<file path="src/rtl/mbx_pkg.sv">
package mbx_pkg;

    localparam int DATA_W  = 16;
    localparam int N_CARDS = 3;
    localparam int OFF_W   = 6;

    typedef enum logic [1:0] {
        REG_PRESENCE = 2'd0,
        REG_STATUS   = 2'd1,
        REG_MAILBOX  = 2'd2,
        REG_RESERVED = 2'd3
    } reg_idx_e;

    localparam logic [DATA_W-1:0] STATUS_WORD = 16'h0004;
    localparam logic [DATA_W-1:0] EMPTY_WORD  = 16'hFFFF;

    typedef struct packed {
        logic [DATA_W-1:0] sel;
        logic              ptr;
        logic              armed;
        logic [DATA_W-1:0] cmd0;
        logic [DATA_W-1:0] cmd1;
    } mbx_regs_t;

    function automatic logic [7:0] card_byte(input int card, input int addr);
        int v;
        v = addr * 7 + card * 85 + 19;
        return v[7:0];
    endfunction

endpackage

</file>
<file path="src/rtl/mbx_sel_decode.sv">
module mbx_sel_decode
    import mbx_pkg::*;
#(
    parameter int                 NC    = N_CARDS,
    parameter logic [NC*16-1:0]   CODES = {16'h3500, 16'h1D00, 16'h1700}
) (
    input  logic [15:0]   sel_code,
    output logic [NC-1:0] card_onehot
);
    for (genvar c = 0; c < NC; c++) begin : g_match
        assign card_onehot[c] = (sel_code == CODES[c*16 +: 16]);
    end
endmodule

</file>
<file path="src/rtl/mbx_card_rom.sv">
module mbx_card_rom
    import mbx_pkg::*;
#(
    parameter int          NC      = N_CARDS,
    parameter int          OW      = OFF_W,
    parameter logic [NC-1:0] PRESENT = 3'b101
) (
    input  logic [NC-1:0] card_onehot,
    input  logic [OW-1:0] offset,
    output logic [NC-1:0] present_n,
    output logic          hit,
    output logic [15:0]   word
);
    localparam int DEPTH = 1 << OW;

    logic [OW-1:0]  off_next;
    logic [15:0]    card_word [NC];
    logic [NC-1:0]  card_hit;

    assign off_next  = offset + OW'(1);
    assign present_n = ~PRESENT;

    for (genvar c = 0; c < NC; c++) begin : g_card
        logic [7:0] mem [DEPTH];
        always_comb begin
            for (int i = 0; i < DEPTH; i++) begin
                mem[i] = card_byte(c, i);
            end
        end
        assign card_word[c] = {mem[offset], mem[off_next]};
        assign card_hit[c]  = card_onehot[c] & PRESENT[c];
    end

    always_comb begin
        word = '0;
        for (int c = 0; c < NC; c++) begin
            if (card_hit[c]) word = word | card_word[c];
        end
    end

    assign hit = |card_hit;
endmodule

</file>
<file path="src/rtl/mbx_regs.sv">
module mbx_regs
    import mbx_pkg::*;
(
    input  logic              clk,
    input  logic              rst,
    input  logic              sel_wr,
    input  logic              mbx_wr,
    input  logic              mbx_rd,
    input  logic [DATA_W-1:0] wdata,
    output mbx_regs_t         regs_q
);
    mbx_regs_t regs_d;

    always_comb begin
        regs_d = regs_q;
        if (sel_wr) begin
            regs_d.sel = wdata;
        end
        if (mbx_wr) begin
            if (regs_q.ptr) begin
                regs_d.cmd1  = wdata;
                regs_d.ptr   = 1'b0;
                regs_d.armed = 1'b1;
            end else begin
                regs_d.cmd0 = wdata;
                regs_d.ptr  = 1'b1;
            end
        end
        if (mbx_rd) begin
            regs_d.armed = 1'b0;
        end
    end

    always_ff @(posedge clk) begin
        if (rst) begin
            regs_q <= '0;
        end else begin
            regs_q <= regs_d;
        end
    end
endmodule

</file>
<file path="src/rtl/mbx_eeprom_mailbox.sv">
module mbx_eeprom_mailbox
    import mbx_pkg::*;
(
    input  logic        clk,
    input  logic        rst,
    input  logic        bus_en,
    input  logic        bus_we,
    input  logic [1:0]  bus_addr,
    input  logic [15:0] bus_wdata,
    output logic [15:0] bus_rdata
);
    mbx_regs_t            regs_q;
    logic                 sel_wr, mbx_wr, mbx_rd;
    logic [N_CARDS-1:0]   card_onehot;
    logic [N_CARDS-1:0]   present_n;
    logic                 card_hit;
    logic [15:0]          card_word;
    reg_idx_e             idx;

    assign idx    = reg_idx_e'(bus_addr);
    assign sel_wr = bus_en &  bus_we & (idx == REG_PRESENCE);
    assign mbx_wr = bus_en &  bus_we & (idx == REG_MAILBOX);
    assign mbx_rd = bus_en & ~bus_we & (idx == REG_MAILBOX);

    mbx_regs u_regs (
        .clk    (clk),
        .rst    (rst),
        .sel_wr (sel_wr),
        .mbx_wr (mbx_wr),
        .mbx_rd (mbx_rd),
        .wdata  (bus_wdata),
        .regs_q (regs_q)
    );

    mbx_sel_decode u_dec (
        .sel_code    (regs_q.sel),
        .card_onehot (card_onehot)
    );

    mbx_card_rom u_rom (
        .card_onehot (card_onehot),
        .offset      (regs_q.cmd0[OFF_W-1:0]),
        .present_n   (present_n),
        .hit         (card_hit),
        .word        (card_word)
    );

    always_comb begin
        bus_rdata = '0;
        if (bus_en && !bus_we) begin
            unique case (idx)
                REG_PRESENCE: bus_rdata = {{(DATA_W-N_CARDS){1'b1}}, present_n};
                REG_STATUS:   bus_rdata = STATUS_WORD;
                REG_MAILBOX:  bus_rdata = (regs_q.armed && card_hit) ? card_word : EMPTY_WORD;
                REG_RESERVED: bus_rdata = '0;
            endcase
        end
    end
endmodule

</file>
<file path="config.mk">
export PLATFORM = sky130hd
export DESIGN_NAME = mbx_eeprom_mailbox
export DESIGN_NICKNAME = d
export VERILOG_FILES = /design/src/rtl/mbx_pkg.sv /design/src/rtl/mbx_sel_decode.sv /design/src/rtl/mbx_card_rom.sv /design/src/rtl/mbx_regs.sv /design/src/rtl/mbx_eeprom_mailbox.sv
export SDC_FILE = /design/constraint.sdc
export NUM_CORES = 1
export LEC_CHECK = 0
export BUFFER_PORTS_ARGS = -buffer_cell sky130_fd_sc_hd__buf_2
export CAP_MARGIN = 5
export CORE_AREA = 2 2 87 89
export DETAILED_ROUTE_END_ITERATION = 7
export DIE_AREA = 0 0 89 91
export PLACE_DENSITY = 0.56
export RECOVER_POWER = 100
export SLEW_MARGIN = 20
export SYNTH_ARGS = -nofsm -noshare
export SYNTH_HDL_FRONTEND = slang
export SYNTH_SLANG_ARGS = --single-unit
</file>
<file path="constraint.sdc">
create_clock -name clk -period 6.5 [get_ports clk]
set_input_delay 0.975 -clock clk [delete_from_list [all_inputs] [get_ports clk]]
set_output_delay 0.975 -clock clk [all_outputs]
set_load 0.005 [all_outputs]
</file>
==> metrics.md, run 1 <==
| Metric | Value |
|---|---|
| Status | complete, no violations |
| Distinct cells, synth | 60 |
| Flops & latches, synth | 24 |
| Crit-path cells | ha_1 -> inv_1 -> ha_1 -> inv_1 -> o31ai_1 -> a211oi_1 -> a311o_1 -> a31oi_1 -> clkbuf_1 |
| Power Dens Cells | around 120 nW/um2 |
| GRT overflow | 0 |
| TritonCTS Buffers | 3 |
| Static Leakage | between 0.0009 and 0.001 uW |
| Most common cell in the synthesized netlist | nand2_1 |
| Clk sinks | 24 |
| DR iter-0 viols | around 260 |
| First drt pass iteration count | 5 |
| Async set or reset register ratio after synthesis | 0% |
| CORE AREA | 7140 um2 |
| Setup_tns | 0 ps |
| Synth warn | 0 |
| Synth top area share | around a fifth |
| Critical path buffer and inverter count | 3 |
| Cell count after synthesis | around 360 |
| Minimum clock period | 4700 ps |
| Initial antenna violation count | 0 |
| Htree depth | 1 |
| Post-route DRC | 0 |
| Crit path capture type | primary output |
| Skew-Pair Late Insertion Delay | about 270 ps |
| I/O Pins | 38 |
| Post-Route WL | about 8 mm |
| Synth area leaders | dfxtp_1 19%, a21oi_1 9.4%, nand2_1 7.8%, ha_1 7.3%, a31oi_1 3.7% |
| Vias | approximately 2,800 |
| Max reg flops | 24 |
| Gp weighted congestion | 0.892 |
| Rel. slew slack | 50.2% |
| F_max | roughly 210 MHz |
| Arr. time, crit path | 3730 ps |
| Per-cell routed wire length | between 15 and 20 um |
| Setup-failing EPs final | 0 |
| Crit Path Max Fanout | 21 |
| Min-Delay Path Class | reg2reg |
| Max_cap viols | 0 |
| Initial Util | between 30% and 40% |
| Delay-heaviest family, CP | adder cells |
| GRT Resource Usage Total | slightly below 20% |
| Global-route wire length before repair | 13.0 mm |
| Die width | 89 um |
| Post-synth top area cell | dfxtp_1 |
| Root Buffer | clkbuf_8 |
| Largest net degree at the start of global routing | 32 |
| Slowest cell delay on critical path | between 700 and 800 ps |
| Input/output buffers | 37 |
| CP required | roughly 5500 ps |
| Biggest register | u_regs.regs_q |
| Top cells by count, synth | 53 x nand2_1, 48 x a21oi_1, 24 x dfxtp_1, 24 x nor2_1, 18 x o21ai_0 |
| Ys flop type | dfxtp_1 |
| Startpoint Class | flop |
| Post-CTS sizing | 0 |
| Hold_buf cts | 0 |
| Vias in the first global route | ~2,600 |
| Worst slew pin tran | 744 ps |
| CTS Buffer Depth | 2 |
| Peak supply drop | 114 uV |
| CTS clock-pin slew for the worst setup and hold paths | about 90 ps |
| Post-synthesis sequential area ratio | between 10% and 20% |
| Final HPWL DP | 5.58 mm |
| N_diodes | 0 |
| Post-CTS Setup Inserts | 0 |
| Post-Syn Area | 2560 um2 |
| Final slew viol count | 0 |
| Area delta synth->final | 9.72% |
| Layout cells sized above 1 | a little over a tenth |
| CTS tree | done |
| Die area | between 8000 and 9000 um2 |
| Final net count | 414 |
| Antenna Nets Post-Route | 0 |
| Die height | slightly above 90 um |
| Post-synth EDFFs | 0 |
| Syn Area/Cell | about 7.1 um2 |
| DR vias/cell | 5.88 |
| Final Hold Vio Count | 0 |
| # rows | 31 |
| Worst path slowest cell | ha_1 |
| Final core area utilization | between 30% and 40% |
| Setup Skew | ~0.54 ps |
| Unrepaired setup endpoints after global routing | no |
| Syn_nets | 398 |
| Final Cycle Share | 72.3% |
| Fill count | 784 |
| Biggest regs | u_regs.regs_q (24) |
| WS Path Type | reg2out |
==> layer usage <==
layer  global-route usage, %  share of wire [%]
met1                    27.5                 46
met2                    31.8                 47
met3                    2.64                4.8
met4                    5.47                2.4
met5                       0                  0
==> path summary, 6_finish.rpt <==
check                           slack [ps]                 to  cells after the start               from
worst max register to register        5140  u_regs.regs_q[16]                      3  u_regs.regs_q[33]
worst min register to register         460  u_regs.regs_q[36]                      2  u_regs.regs_q[36]
worst max-delay path                  1800       bus_rdata[4]                      9  u_regs.regs_q[16]
worst min-delay path                   460  u_regs.regs_q[36]                      2  u_regs.regs_q[36]
==> per-stage QoR <==
| step | setup slack (ps) | cell area (um2) | hold WS, ps | cells | power [uW] |
|---|---|---|---|---|---|
| CTS | 1850 | 2830 | 461 | 475 | 352 |
| global route | 1500 | 2810 | 477 | 475 | 365 |
| floorplan | 3040 | 2560 | 430 | 361 | 198 |
| global placement | 2240 | 2760 | 443 | 471 | 220 |
| detailed placement | 2160 | 2760 | 448 | 471 | 220 |
| finish | 1800 | 2810 | 458 | 475 | 349 |
==> power breakdown <==
group	leakage [uW]	switching (uW)	internal (uW)
clock	0.0000357	51.1	82.4
sequential	0.000194	4.41	150
combinational	0.000760	36.9	24.6
==> placed cells by master (no fill, tap or decap), types with 3 or more instances in the layout <==
cell,n
a211oi_1,7
a21oi_1,48
a221oi_1,5
a311o_1,3
a31oi_1,15
and3_1,3
buf_2,21
buf_4,3
clkbuf_1,15
clkbuf_8,3
dfxtp_1,24
ha_1,15
inv_1,14
mux2i_1,8
nand2_1,53
nand2b_1,6
nand3_1,9
nor2_1,24
nor2b_1,4
nor3_1,8
nor4b_1,3
o2111ai_1,3
o211ai_1,7
o21ai_0,18
o221ai_1,3
o22ai_1,3
o311ai_0,3
xnor2_1,3
xnor2_2,3
xor2_1,3
==> worst register-to-register path, stage by stage, from the launching register on <==
cell and delay (ps):
dfxtp_1 340, nor2_1 590, mux2i_1 260, nor2_1 60
==> cells by family (layout without fill, tap and decap cells) <==
family          after synthesis  count (layout)  share of synthesized area [%]
fa+ha+maj                    16              16                           7.72
flops                        24              24                           18.8
xor+xnor                      9               9                           3.96
compound gates              135             135                           34.6
simple gates                123             123                           23.0
buf+inv                      44              59                           7.47
mux                          10              10                           4.45
==> cell type report <==
type | instances | area [um2] | share of cell area (%)
sequential | 24 | 480 | 17.1
clock buffer | 3 | 41.3 | 1.47
multi-input combinational | 293 | 1890 | 67.2
timing repair buffer | 40 | 189 | 6.72
clock inverter | 1 | 30.0 | 1.07
inverter | 15 | 56.3 | 2.00
tap | 99 | 124 | 4.41
Power figures use the tool's default switching activity.
==> run 2: changes to the inputs <==
Settings changed: PLACE_DENSITY 0.56 to 0.58.
Clock period 6.5 ns to 3.9 ns, I/O delays scaled along.
==> run 2 against run 1 <==
Against the previous run:
- global-route usage down 0.72 points
- critical endpoint is now bus_rdata[6]
- non-clock buffer count up 5
- sequential power rose by 67%
- clock skew up 2.1 ps
- hold slack improved by 0.59 ps
- via count up 1.5%
- power rose by 65%
- critical path depth stayed put
- setup slack lost 1500 ps
==> metrics.md, run 2 (synthesized netlist as in run 1, its figures left out) <==
| Metric | Value |
|---|---|
| Status | complete, no violations |
| Hold slack final | 458 ps (+0.588 ps) |
| Worst slew pin tran | 934 ps (+190 ps) |
| R2R Path Start | u_regs.regs_q[33] |
| Final Cycle Share | around nine tenths |
| I/O Pins | 38 (unchanged) |
| TritonCTS Buffers | 3 (unchanged) |
| Final HPWL DP | 5.62 mm (+0.88%) |
| DR vias/cell | 5.90 (+0.45%) |
| Vias in the first global route | 2,537 (-1.9%) |
| Setup-failing EPs final | 0 (unchanged) |
| Final core area utilization | 40.0% (+0.58 points) |
| Global-route wire length before repair | 12.6 mm (-2.7%) |
| Clock Power Share | 37.5% (-0.7 points) |
| Antenna Nets Post-Route | 0 (unchanged) |
| CP required | 3310 ps (-2210 ps) |
| Clk sinks | 24 (unchanged) |
| FF-to-FF setup slack | 2610 ps (-2530 ps) |
| Sw Share | 25.7% (-0.77 points) |
| Die width | 89 um (unchanged) |
| Initial Util | 35.9% (unchanged) |
| Htree depth | 1 (unchanged) |
| Int Pwr | 430 uW (+67%) |
| Slowest cell delay on critical path | 600 ps (-150 ps) |
| Layout cells sized above 1 | 12.6% (+2.0 points) |
| Worst path slowest cell | dfxtp_1 |
| Hold_buf cts | 0 (unchanged) |
| Biggest register | u_regs.regs_q |
| Post-route DRC | 0 (unchanged) |
| Initial antenna violation count | 0 (unchanged) |
| CTS Buffer Depth | 2 (unchanged) |
| Die height | 91 um (unchanged) |
| Max reg flops | 24 (unchanged) |
| Static Leakage | 0.00103 uW (+3.6%) |
| Hold_sp | u_regs.regs_q[46] |
| F_max | between 200 and 300 MHz |
| Vias | 2,833 (+1.5%) |
| GRT overflow | 0 (unchanged) |
| Gp weighted congestion | 0.937 (+5.1%) |
| Commonest non-fill, non-tap cell in the layout | nand2_1 |
| Area delta synth->final | 11.3% |
| Max_cap viols | 0 (unchanged) |
| Rel. slew slack | 37.7% (-13 points) |
| Die area | 8100 um2 (unchanged) |
| # rows | 31 (unchanged) |
| Final instance area | 2850 um2 (+1.5%) |
| Hold Path End | u_regs.regs_q[46] |
| Final Hold Vio Count | 0 (unchanged) |
| Worst Hold Path Cells | 2 (unchanged) |
| Per-cell routed wire length | 16.4 um (-1.1%) |
| Min-Delay Path Class | reg2reg |
| WS Path Type | reg2out |
| Combinational power share | 18.1% (+0.5 points) |
| Final net count | 419 (+1.2%) |
| Biggest regs | u_regs.regs_q (24) |
| Placed cell area | 2800 um2 (+1.4%) |
| Input/output buffers | 37 (unchanged) |
| Crit Path Max Fanout | 13 (-38%) |
| First drt pass iteration count | 5 (unchanged) |
| Setup_tns | 0 ps (unchanged) |
| Crit path capture type | primary output |
| CORE AREA | 7140 um2 (unchanged) |
| Net Sw Power | 148 uW (+61%) |
| Setup Skew | 2.61 ps (+2.07 ps) |
| Most frequent cells in the layout | 53 x nand2_1, 48 x a21oi_1, 24 x nor2_1, 24 x dfxtp_1, 22 x buf_2 |
| CTS tree | done |
| Worst reg-to-reg path cell count | 3 (unchanged) |
| Post-CTS Setup Inserts | 0 (unchanged) |
| Unrepaired setup endpoints after global routing | no |
| CTS clock-pin slew for the worst setup and hold paths | 90 ps (about the same) |
| Peak supply drop | 302 uV (+170%) |
| Startpoint Class | flop |
| GRT Resource Usage Total | 19.1% (-0.72 points) |
| Post-CTS sizing | 0 (unchanged) |
| Final slew viol count | 0 (unchanged) |
| Skew-Pair Late Insertion Delay | 260 ps (about the same) |
| Crit-path cells | inv_1 -> ha_1 -> nor2_1 -> inv_1 -> mux4_2 -> nor2_1 -> o21ai_0 -> a31oi_1 -> clkbuf_1 |
| R2r endpoint | u_regs.regs_q[18] |
| Power Dens Cells | 203 nW/um2 (+63%) |
| Delay-heaviest family, CP | flip-flops |
| Post-Route WL | 7.85 mm (-0.10%) |
| Dpl cells | 476 (+1.1%) |
| Critical path buffer and inverter count | 3 (unchanged) |
| N_diodes | 0 (unchanged) |
| DR iter-0 viols | 231 (-9.8%) |
| Arr. time, crit path | 2970 ps (-760 ps) |
| Largest net degree at the start of global routing | 25 (-22%) |
| Minimum clock period | 3560 ps |
| Sequential power share | 44.4% (+0.2 points) |
| Final non-filler cell total | 480 (+1.1%) |
| Root Buffer | clkbuf_8 |
## run 2: cell type report
| type | count | area (um2) |
|---|---|---|
| fill | 786 | 4290 |
| inverter | 15 | 56.3 |
| tap | 99 | 124 |
| sequential | 24 | 480 |
| timing repair buffer | 45 | 230 |
| clock inverter | 1 | 30.0 |
| clock buffer | 3 | 41.3 |
| multi-input combinational | 293 | 1890 |
## run 2: worst min-delay path: cells and delay by family, from the launching register on
family / cells / cell delay [ps]
AO/OA/AOI/OAI: 1 / 50
AND/OR/NAND/NOR: 1 / 50
flip-flops: 1 / 310
## run 2: worst max-delay path by stage
stage | start | to | slack, ps | cells after the start
floorplan | u_regs.regs_q[16] | bus_rdata[4] | 830 | 9
global placement | u_regs.regs_q[18] | bus_rdata[6] | 740 | 8
detailed placement | u_regs.regs_q[18] | bus_rdata[6] | 700 | 9
CTS | u_regs.regs_q[18] | bus_rdata[6] | 390 | 9
global route | u_regs.regs_q[18] | bus_rdata[6] | 120 | 9
finish | u_regs.regs_q[18] | bus_rdata[6] | 340 | 9
## run 2: metal layers
layer / share of wire, % / vias to the layer above / track usage [%]
met5: 0 / - / 0
met4: 2.2 / 0 / 4.35
met3: 6.3 / 18 / 2.09
met2: 47 / 143 / 30.0
met1: 45 / 1297 / 27.7
li1: - / 1375 / -
## run 2: through the flow
| stage | power (uW) | worst slack, ps |
|---|---|---|
| 4_1_cts | 584 | 391 |
| 3_5_place_dp | 367 | 702 |
| 3_3_place_gp | 367 | 736 |
| 5_1_grt | 605 | 123 |
| 2_1_floorplan | 330 | 826 |
| 6_report | 578 | 341 |
## run 2: power groups by stage
stage               Combinational [uW]  Sequential, uW  Clock, uW
floorplan                         71.0             259          0
global placement                   105             262          0
detailed placement                 104             263          0
CTS                                105             257        222
global route                       116             258        231
finish                             105             257        217
